`config.mk`:
```
export PLATFORM = sky130hd
export DESIGN_NAME = tmr_evt_pin
export DESIGN_NICKNAME = d
export VERILOG_FILES = /design/src/rtl/tmr_evt_pin_pkg.sv /design/src/rtl/tmr_evt_pin_cfg.sv /design/src/rtl/tmr_evt_pin_sel.sv /design/src/rtl/tmr_evt_pin_lvl.sv /design/src/rtl/tmr_evt_pin.sv
export SDC_FILE = /design/constraint.sdc
export NUM_CORES = 1
export LEC_CHECK = 0
export ABC_AREA = 1
export ABC_CLOCK_PERIOD_IN_PS = 1600
export BUFFER_PORTS_ARGS = -buffer_cell sky130_fd_sc_hd__buf_2
export CAP_MARGIN = 15
export CORE_AREA = 8 8 45 47
export CTS_CLUSTER_SIZE = 24
export DETAILED_ROUTE_END_ITERATION = 12
export DIE_AREA = 0 0 53 55
export PLACE_DENSITY = 0.44
export SYNTH_ARGS = -nofsm -noshare
export SYNTH_HDL_FRONTEND = slang
export SYNTH_SLANG_ARGS = --single-unit
```
`constraint.sdc`:
```
create_clock -name clk -period 1.6 [get_ports clk]
set_clock_uncertainty 0.05 [all_clocks]
set_input_delay 0.32 -clock clk [delete_from_list [all_inputs] [get_ports clk]]
set_output_delay 0.32 -clock clk [all_outputs]
set_load 0.005 [all_outputs]
```
`src/rtl/tmr_evt_pin_pkg.sv`:
```
package tmr_evt_pin_pkg;

  localparam int TRIG_W = 2;

  typedef enum logic [TRIG_W-1:0] {
    TRIG_NONE  = 2'd0,
    TRIG_OVF   = 2'd1,
    TRIG_BOTH  = 2'd2,
    TRIG_BOTH3 = 2'd3
  } trig_e;

  typedef struct packed {
    trig_e trig;
    logic  toggle;
    logic  dflt;
    logic  dir_in;
  } pin_cfg_t;

  // Event gating by trigger mode: overflow in any nonzero mode, match only in 2/3.
  function automatic logic pick_event(trig_e t, logic ovf, logic mat);
    logic r;
    case (t)
      TRIG_NONE: r = 1'b0;
      TRIG_OVF:  r = ovf;
      default:   r = ovf | mat;
    endcase
    return r;
  endfunction

  // Steady-state next pin level when no configuration write is in progress.
  function automatic logic next_level(pin_cfg_t c, logic run, logic evt, logic cur);
    logic r;
    if (c.dir_in)
      r = cur;
    else if (c.trig == TRIG_NONE || !run)
      r = c.dflt;
    else if (c.toggle)
      r = cur ^ evt;
    else
      r = c.dflt ^ evt;
    return r;
  endfunction

  // Next pin level in a write cycle.
  function automatic logic write_level(pin_cfg_t w, logic cur);
    return (w.trig == TRIG_NONE && !w.dir_in) ? w.dflt : cur;
  endfunction

endpackage

```
`src/rtl/tmr_evt_pin_cfg.sv`:
```
module tmr_evt_pin_cfg
  import tmr_evt_pin_pkg::*;
(
  input  logic     clk,
  input  logic     rst_n,
  input  logic     wr,
  input  pin_cfg_t wr_cfg,
  output pin_cfg_t cfg_q
);

  localparam pin_cfg_t CFG_RST = '{trig: TRIG_NONE, toggle: 1'b0, dflt: 1'b0, dir_in: 1'b0};

  always_ff @(posedge clk or negedge rst_n) begin
    if (!rst_n)
      cfg_q <= CFG_RST;
    else if (wr)
      cfg_q <= wr_cfg;
  end

endmodule

```
`src/rtl/tmr_evt_pin_sel.sv`:
```
module tmr_evt_pin_sel
  import tmr_evt_pin_pkg::*;
#(
  parameter bit MATCH_TRIG_EN = 1'b1
) (
  input  trig_e trig,
  input  logic  ovf,
  input  logic  mat,
  output logic  sel_evt
);

  generate
    if (MATCH_TRIG_EN) begin : g_with_match
      assign sel_evt = pick_event(trig, ovf, mat);
    end else begin : g_ovf_only
      logic unused_mat;
      assign unused_mat = mat;
      assign sel_evt    = (trig != TRIG_NONE) && ovf;
    end
  endgenerate

endmodule

```
`src/rtl/tmr_evt_pin_lvl.sv`:
```
module tmr_evt_pin_lvl
  import tmr_evt_pin_pkg::*;
(
  input  logic     clk,
  input  logic     rst_n,
  input  logic     wr,
  input  pin_cfg_t wr_cfg,
  input  pin_cfg_t cfg_q,
  input  logic     run,
  input  logic     sel_evt,
  output logic     pin_q
);

  logic pin_d;

  always_comb begin
    if (wr)
      pin_d = write_level(wr_cfg, pin_q);
    else
      pin_d = next_level(cfg_q, run, sel_evt, pin_q);
  end

  always_ff @(posedge clk or negedge rst_n) begin
    if (!rst_n)
      pin_q <= 1'b0;
    else
      pin_q <= pin_d;
  end

endmodule

```
`src/rtl/tmr_evt_pin.sv`:
```
module tmr_evt_pin
  import tmr_evt_pin_pkg::*;
#(
  parameter bit MATCH_TRIG_EN = 1'b1
) (
  input  logic              clk,
  input  logic              rst_n,
  input  logic              cfg_wr,
  input  logic [TRIG_W-1:0] cfg_trig,
  input  logic              cfg_toggle,
  input  logic              cfg_dflt,
  input  logic              cfg_dir,
  input  logic              tmr_run,
  input  logic              ovf_evt,
  input  logic              mat_evt,
  output logic              pin_out,
  output logic              pin_oe
);

  pin_cfg_t          wr_cfg;
  pin_cfg_t          cfg_q;
  logic              sel_evt;
  logic [TRIG_W-1:0] cur_trig;
  logic              cur_toggle;
  logic              cur_dflt;
  logic              cur_dir;

  assign wr_cfg = '{trig: trig_e'(cfg_trig), toggle: cfg_toggle, dflt: cfg_dflt, dir_in: cfg_dir};

  assign cur_trig   = cfg_q.trig;
  assign cur_toggle = cfg_q.toggle;
  assign cur_dflt   = cfg_q.dflt;
  assign cur_dir    = cfg_q.dir_in;

  tmr_evt_pin_cfg u_cfg (
    .clk    (clk),
    .rst_n  (rst_n),
    .wr     (cfg_wr),
    .wr_cfg (wr_cfg),
    .cfg_q  (cfg_q)
  );

  tmr_evt_pin_sel #(.MATCH_TRIG_EN(MATCH_TRIG_EN)) u_sel (
    .trig    (cfg_q.trig),
    .ovf     (ovf_evt),
    .mat     (mat_evt),
    .sel_evt (sel_evt)
  );

  tmr_evt_pin_lvl u_lvl (
    .clk     (clk),
    .rst_n   (rst_n),
    .wr      (cfg_wr),
    .wr_cfg  (wr_cfg),
    .cfg_q   (cfg_q),
    .run     (tmr_run),
    .sel_evt (sel_evt),
    .pin_q   (pin_out)
  );

  assign pin_oe = ~cfg_q.dir_in;

endmodule

```
==> results of run 1 <==
-- cells by family (layout without fill, tap and decap cells) --
group / Yosys count / in the layout / synth area share [%]
AND/OR/NAND/NOR: 20 / 20 / 29.70
AO/OA/AOI/OAI: 8 / 8 / 15.04
buffers and inverters: 7 / 22 / 10.15
flip-flops: 6 / 6 / 45.11
-- layer usage --
| metal | up-vias | track usage, % | part of all wire (%) |
|---|---|---|---|
| met1 | 131 | 6.615 | 49 |
| met4 | 0 | 9.052 | 3.7 |
| met5 | - | 0 | 0 |
| met2 | 8 | 8.594 | 42 |
| li1 | 159 | - | - |
| met3 | 2 | 1.604 | 5.5 |
-- per-stage QoR --
stage / total power, mW / worst slack [ns] / cell area (um^2) / std cells
2_1_floorplan: 0.2367 / 0.6252 / 332.8 / 41
3_3_place_gp: 0.2684 / 0.5217 / 401.6 / 68
3_5_place_dp: 0.2688 / 0.5000 / 401.6 / 68
4_1_cts: 0.4159 / 0.4200 / 434.2 / 72
5_1_grt: 0.4382 / 0.3881 / 434.2 / 72
6_report: 0.4074 / 0.4335 / 434.2 / 72
-- power by group through the flow --
| stage | sequential, mW | clock (mW) | combinational, mW |
|---|---|---|---|
| after floorplan | 0.182 | 0 | 0.0545 |
| after global placement | 0.185 | 0 | 0.0835 |
| after detailed placement | 0.185 | 0 | 0.0843 |
| after CTS | 0.182 | 0.147 | 0.0863 |
| after global routing | 0.185 | 0.156 | 0.0973 |
| final | 0.182 | 0.141 | 0.0838 |
-- final cells by class --
class,instances,area (um^2)
multi-input combinational,28,148.9
timing repair buffer,13,70.07
clock buffer,3,22.52
fill,159,949.7
sequential,6,150.1
tap,16,20.02
inverter,6,22.52
-- cell usage after synthesis, drive strengths merged --
cell	n	share of area (%)
o21ai	6	10
buf	1	3.4
a21oi	1	2.6
inv	6	6.8
dfrtp	6	45
nand2	13	18
nor2	4	5.3
nand3	2	3.0
o21a	1	2.3
nor3b	1	3.8
-- flip-flops by register name (all words and copies together), names as in the netlist --
register	cells
u_cfg.cfg_q	5
u_lvl.pin_q	1
-- cell usage in the layout (no fill, tap or decap), types with 2 or more instances in the layout --
cell type  instances
buf_2             12
nand2_1            9
inv_1              6
dfrtp_1            6
nand2_2            4
o21ai_0            4
nor2_1             3
clkbuf_4           3
nand3_1            2
-- critical path: cells and delay by family, from the launching register on --
family | cells | cell delay, ns
flops | 1 | 0.35
buf+inv | 2 | 0.20
-- worst max-delay path by stage --
| stage | startpoint | to | slack, ns | depth (start not counted) |
|---|---|---|---|---|
| after floorplan | u_cfg.cfg_q[4] | u_lvl.pin_q | 0.63 | 6 |
| after detailed placement | cfg_wr | u_lvl.pin_q | 0.50 | 5 |
| after global placement | cfg_wr | u_lvl.pin_q | 0.52 | 5 |
| after global routing | u_cfg.cfg_q[0] | pin_oe | 0.39 | 2 |
| final | u_cfg.cfg_q[0] | pin_oe | 0.43 | 2 |
| after CTS | u_cfg.cfg_q[0] | pin_oe | 0.42 | 2 |
==> impl_metrics.tcl, run 1 <==
set metrics [dict create \
    outcome "complete, no violations" \
    slowest_delay_ns 0.35 \
    rr_worst_depth 6 \
    p_switching_mw 0.1139 \
    setup.worst_path.start_class "flop" \
    endpoint_kind "primary output" \
    grt_pass1_wl_um 1242 \
    wl_um 731 \
    synth_cells 41 \
    worstHoldPathType "input port to flop" \
    cp_cell_sequence "inv_1, buf_2" \
    maxCapViolCount 0 \
    pwr-share-seq_pct 44.7 \
    period_share_pct 72.91 \
    clock_latency_ns 0.24 \
    postCtsHoldBufs 1 \
    htreeDepth 1 \
    r2r_end "u_lvl.pin_q" \
    grt_pass1_vias 310 \
    track_usage_pct 6.257 \
    power.density_nw_per_um2 938.3 \
    antenna_cells 0 \
    cp_max_fo 2 \
    post_cts_resized 0 \
    hold_depth 3 \
    r2r_slack_ns 0.55 \
    gp_congestion 0.6960 \
    ys_ff_latch 6 \
    worst_pin_slew_ns 0.2179 \
    hold_path_end "u_cfg.cfg_q[2]" \
    initial_core_util_pct 24.05 \
    tns_ns 0 \
    hpwl_um 595 \
    clk_root_buffer_cell "clkbuf_4" \
    drtIter0Drc 1 \
    via_per_inst 4.167 \
    path_class "flop to primary output" \
    cts.sinks 6 \
    clk_pin_slew_ns 0.05 \
    yosysWarningCount 0 \
    cts_buffers 3 \
    io_buffers 12 \
    leakagePower_nw 0.2263 \
    synth-seq-area-share_pct 45.11 \
    critPathSlowestCell "dfrtp_1" \
    post_cts_buffers 0 \
    wl_per_cell_um 10.15 \
    antenna_found_initial 0 \
    core-area_um2 1384 \
    ir_drop_uv 273.1 \
    hold-worst-slack_ns 0.2323 \
    drive_gt1_share_pct 41.07 \
    syn_nets 52 \
    grt_max_degree 12 \
    dieArea_um2 2915 \
    grt-ovfl-total 0 \
    die_x_um 53 \
    crit_required_ns 1.23 \
    area_delta_synth_final_pct 30.45 \
    intPower_mw 0.2935 \
    synth_cell_types 14 \
    rsz0062_at_grt "false" \
    avgSynthCellArea_um2 8.118 \
    die_h_um 55 \
    slew_headroom_pct 85.47 \
    setup_viol 0 \
    tritoncts "yes" \
    timing.final.hold_violations 0 \
    power_frac_comb_pct 20.6 \
    syn-cell-area_um2 332.8 \
    worst_ep_arrival_time_ns 0.80 \
    r2r_start "u_cfg.cfg_q[4]" \
    nets 69 \
    drc 0 \
    slew_violations 0 \
    power_frac_clock_pct 34.7 \
    io_pins 13 \
    swShare_pct 27.96 \
    timing.final.crit_period_ns 1.167 \
    rows 14 \
    final_util_pct 31.37 \
    holdCritStartpoint "cfg_toggle" \
    num_vias 300 \
    cts_buffer_depth 2 \
    max_clock_freq_ghz 0.8573 \
    ant_nets 0 \
    drt_pass1_iterations 4 \
]
Note: power is estimated with default switching activity, not from simulation.
==> inputs of run 2 (changes only) <==
Settings changed: ABC_CLOCK_PERIOD_IN_PS 1600 to 1100.
Clock period 1.6 ns to 1.1 ns, I/O delays scaled along.
==> run 2 against run 1 <==
The run now ends with setup timing left; sequential power is 45% higher; combinational power is 110% higher; sequential cell count stayed put; routed wire length rose by 0.82%; core utilization increased by 2.6 points; non-clock buffer count increased by 3.
==> impl_metrics.tcl, run 2 (synthesis gave the netlist of run 1 again) <==
set metrics [dict create \
    design_area_um2 470.5 \
    antenna_found_initial 0 \
    grt-ovfl-total 0 \
    nets 72 \
    gp_congestion 0.6921 \
    slew_headroom_pct 85.67 \
    slew_violations 0 \
    top_register "u_cfg.cfg_q" \
    period_share_pct 101.1 \
    track_usage_pct 6.253 \
    rows 14 \
    cp_cell_sequence "buf_6, buf_6" \
    htreeDepth 1 \
    critPathSlowestCell "dfrtp_1" \
    cts.sinks 6 \
    drc 0 \
    timing.final.crit_period_ns 1.112 \
    io_buffers 12 \
    worst_ep_arrival_time_ns 0.84 \
    hold-worst-slack_ns 0.1487 \
    initial_core_util_pct 24.05 \
    fillCellCount 156 \
    die_h_um 55 \
    worstHoldPathType "input port to flop" \
    outcome "finished, violations left" \
    clock_latency_ns 0.24 \
    die_x_um 53 \
    leakagePower_nw 0.2442 \
    fin_total_pwr_mw 0.6417 \
    io_pins 13 \
    cts_buffers 3 \
    grt_pass1_vias 326 \
    crit_required_ns 0.83 \
    tns_ns -0.01187 \
    fin_cells 75 \
    drt_pass1_iterations 2 \
    num_vias 309 \
    wl_per_cell_um 9.827 \
    setup_viol 1 \
    maxCapViolCount 0 \
    largest_reg_flops 5 \
    drtIter0Drc 6 \
    drive_gt1_share_pct 47.46 \
    dieArea_um2 2915 \
    cp_max_fo 2 \
    slowest_delay_ns 0.38 \
    core-area_um2 1384 \
    dpl_cell_area_um2 409.1 \
    final_util_pct 34.00 \
    power.density_nw_per_um2 1364 \
    clk_root_buffer_cell "clkbuf_4" \
    worst_pin_slew_ns 0.2149 \
    timing.final.hold_violations 0 \
    seqCellArea_um2 150.1 \
    setup.worst_path.start_class "flop" \
    ant_nets 0 \
    violations "setup timing" \
    multi_input_area_um2 152.6 \
    worst-path-buf-inv 2 \
    grt_pass1_wl_um 1262 \
    dp_slack_ns 0.05170 \
    crit_family "flip-flops" \
    endpoint_kind "primary output" \
    hpwl_um 600.9 \
    rsz0062_at_grt "true" \
    crit_top_cell "buf_6" \
    max_clock_freq_ghz 0.8994 \
    top_regs "u_cfg.cfg_q x5, u_lvl.pin_q x1" \
    antenna_cells 0 \
    via_per_inst 4.120 \
    mostFrequentLayoutCell "buf_2" \
    path_class "flop to primary output" \
    wl_um 737 \
    ir_drop_uv 551.4 \
    grt_max_degree 12 \
    dp.cells 69 \
    area_delta_synth_final_pct 41.35 \
    cts_buffer_depth 2 \
    fin_ws_ns -0.01187 \
    final_cell_mix "buf_2, nand2_1, dfrtp_1" \
    tritoncts "yes" \
    clk_pin_slew_ns 0.05 \
]
run 2: cell count changes in the layout (fill, tap and decap cells not counted):
cell / previous run / this run
inv_1: 6 / 5
o21ai_1: 1 / 0
inv_2: 0 / 1
o21ai_2: 1 / 2
buf_6: 0 / 2
buf_2: 12 / 11
buf_4: 0 / 2
run 2: power breakdown:
| group | total (mW) | internal, mW | switching, mW |
|---|---|---|---|
| combinational | 0.175 | 0.0999 | 0.0752 |
| clock | 0.203 | 0.123 | 0.0792 |
| sequential | 0.264 | 0.246 | 0.0180 |
run 2: repair_timing:
action	CTS	global route
setup endpoints to repair	1	3
hold endpoints to repair	6	0
pin swaps	0	1
resized for setup	2	2
buffers inserted	2	0
hold buffers	1	0
run 2: layout make-up:
class / instances / share of cell area [%]
multi-input cells: 28 / 32.45
flip-flops and latches: 6 / 31.91
repair buffers: 16 / 21.81
clock buffers: 3 / 4.787
inverters: 6 / 4.787
well taps: 16 / 4.255
run 2: worst paths after layout:
path | slack, ns | from | endpoint | cells past startpoint
min in group asynchronous | 0.28 | rst_n | u_cfg.cfg_q[3] | 2
worst min-delay path | 0.15 | cfg_toggle | u_cfg.cfg_q[2] | 3
worst max-delay path | -0.01 | u_lvl.pin_q | pin_out | 2
worst max register to register | 0.04 | u_lvl.pin_q | u_lvl.pin_q | 7
max in group asynchronous | 0.57 | rst_n | u_cfg.cfg_q[2] | 2
worst min register to register | 0.48 | u_cfg.cfg_q[0] | u_cfg.cfg_q[0] | 2
run 2: per-layer routing:
| layer | wire (um) | track usage (%) |
|---|---|---|
| met3 | 35 | 1.070 |
| met2 | 338 | 9.180 |
| met1 | 343 | 6.912 |
| met4 | 19 | 7.759 |
| met5 | 0 | 0 |
run 2: worst min-delay path: stages:
cell	delay, ns
buf_2	0.08
nand2_1	0.04
o21ai_0	0.06
==> inputs of run 3 (changes only) <==
Settings changed: BUFFER_PORTS_ARGS -buffer_cell sky130_fd_sc_hd__buf_2 to -buffer_cell sky130_fd_sc_hd__buf_4.
==> run 3 against run 2 <==
Final cell count shrank 2.7%; the run now ends clean; clock power shrank 2%; first-iteration DRC count shrank 50%; combinational power shrank 14%; largest power group unchanged; critical path depth grew 4; via count is the same; clock-buffer cell count is the same; sequential cell count is the same; total power shrank 3.8%; setup slack gained 0.045 ns.
==> impl_metrics.tcl, run 3 (synthesis gave the netlist of run 1 again) <==
set metrics [dict create \
    hpwl_um 596.4 \
    cp_max_fo 3 \
    track_usage_pct 6.144 \
    final_cell_mix "buf_4, nand2_1, dfrtp_1" \
    drive_gt1_share_pct 50.88 \
    grt_pass1_vias 314 \
    slew_headroom_pct 88.30 \
    drtIter0Drc 3 \
    leakagePower_nw 0.2431 \
    wl_per_cell_um 10.08 \
    path_class "flop to flop" \
    setup_viol 0 \
    grt_pass1_wl_um 1235 \
    rows 14 \
    grt-ovfl-total 0 \
    worstHoldPathType "input port to flop" \
    mostFrequentLayoutCell "buf_4" \
    max_clock_freq_ghz 0.9369 \
    wl_um 736 \
    htreeDepth 1 \
    period_share_pct 97.03 \
    worst_pin_slew_ns 0.1747 \
    core-area_um2 1384 \
    top_regs "u_cfg.cfg_q x5, u_lvl.pin_q x1" \
    initial_core_util_pct 24.05 \
    via_per_inst 4.233 \
    clock_latency_ns 0.24 \
    timing.final.hold_violations 0 \
    ant_nets 0 \
    tritoncts "yes" \
    dp.cells 69 \
    io_pins 13 \
    setup.worst_path.start_class "flop" \
    power.density_nw_per_um2 1278 \
    grt_max_degree 12 \
    gp_congestion 0.6691 \
    worst_ep_arrival_time_ns 1.14 \
    nets 70 \
    drc 0 \
    cts.sinks 6 \
    slew_violations 0 \
    area_delta_synth_final_pct 45.11 \
    endpoint_kind "flop" \
    clk_root_buffer_cell "clkbuf_4" \
    top_register "u_cfg.cfg_q" \
    io_buffers 12 \
    antenna_cells 0 \
    die_h_um 55 \
    hold-worst-slack_ns 0.1466 \
    maxCapViolCount 0 \
    timing.final.crit_period_ns 1.067 \
    outcome "complete, no violations" \
    fin_total_pwr_mw 0.6172 \
    dieArea_um2 2915 \
    crit_required_ns 1.17 \
    largest_reg_flops 5 \
    clk_pin_slew_ns 0.05 \
    cts_buffers 3 \
    die_x_um 53 \
    ir_drop_uv 552.5 \
    num_vias 309 \
    fin_cells 73 \
    rsz0062_at_grt "true" \
    cts_buffer_depth 2 \
    antenna_found_initial 0 \
    drt_pass1_iterations 2 \
    r2r_slack_ns 0.03 \
]
[run 3: layout make-up]
cell class / instances / area (um^2)
Clock buffer: 3 / 22.52
Fill cell: 157 / 900.9
Inverter: 6 / 22.52
Tap cell: 16 / 20.02
Multi-Input combinational cell: 28 / 160.2
Timing Repair Buffer: 14 / 107.6
Sequential cell: 6 / 150.1
[run 3: timing repair]
item                                    4_1_cts  5_1_grt
gates resized for setup                       0        5
pin swaps                                     0        4
buffers inserted                              0        1
hold buffers                                  1        0
endpoints found under the setup margin        1        2
hold endpoints to repair                      6        0
[run 3: layer usage]
metal / global-route usage [%] / vias to the layer above / part of all wire [%]
li1: - / 160 / -
met1: 5.684 / 139 / 44
met2: 9.570 / 8 / 47
met3: 1.337 / 2 / 5.4
met4: 9.052 / 0 / 3.7
met5: 0 / - / 0
[run 3: metrics by stage]
step	setup TNS, ns	area [um^2]	setup slack (ns)	utilization [%]
detailed placement	0	439.2	0.01972	31.74
global route	-0.02335	483.0	-0.02335	34.90
finish	0	483.0	0.03264	34.90
floorplan	0	332.8	0.1252	-
global placement	0	439.2	0.04955	31.74
CTS	0	464.2	0.02046	33.54
[run 3: worst max-delay path, stage by stage, from the launching register on]
cell     delay (ns)
dfrtp_1        0.40
o21ai_2        0.16
nand2_1        0.06
nand2_1        0.07
nand3_2        0.08
nand2_2        0.08
a21oi_2        0.05
[run 3: where the power goes]
part	switching (mW)	internal [mW]	total [mW]
Sequential	0.0216	0.246	0.268
Clock	0.0752	0.123	0.198
Combinational	0.0712	0.0799	0.151
[run 3: worst paths after layout]
path	cells after the start	to	from
max	6	u_lvl.pin_q	u_cfg.cfg_q[3]
min	3	u_cfg.cfg_q[2]	cfg_toggle
max reg2reg	6	u_lvl.pin_q	u_cfg.cfg_q[3]
min reg2reg	2	u_cfg.cfg_q[0]	u_cfg.cfg_q[0]
max in group asynchronous	2	u_cfg.cfg_q[2]	rst_n
min in group asynchronous	2	u_cfg.cfg_q[4]	rst_n
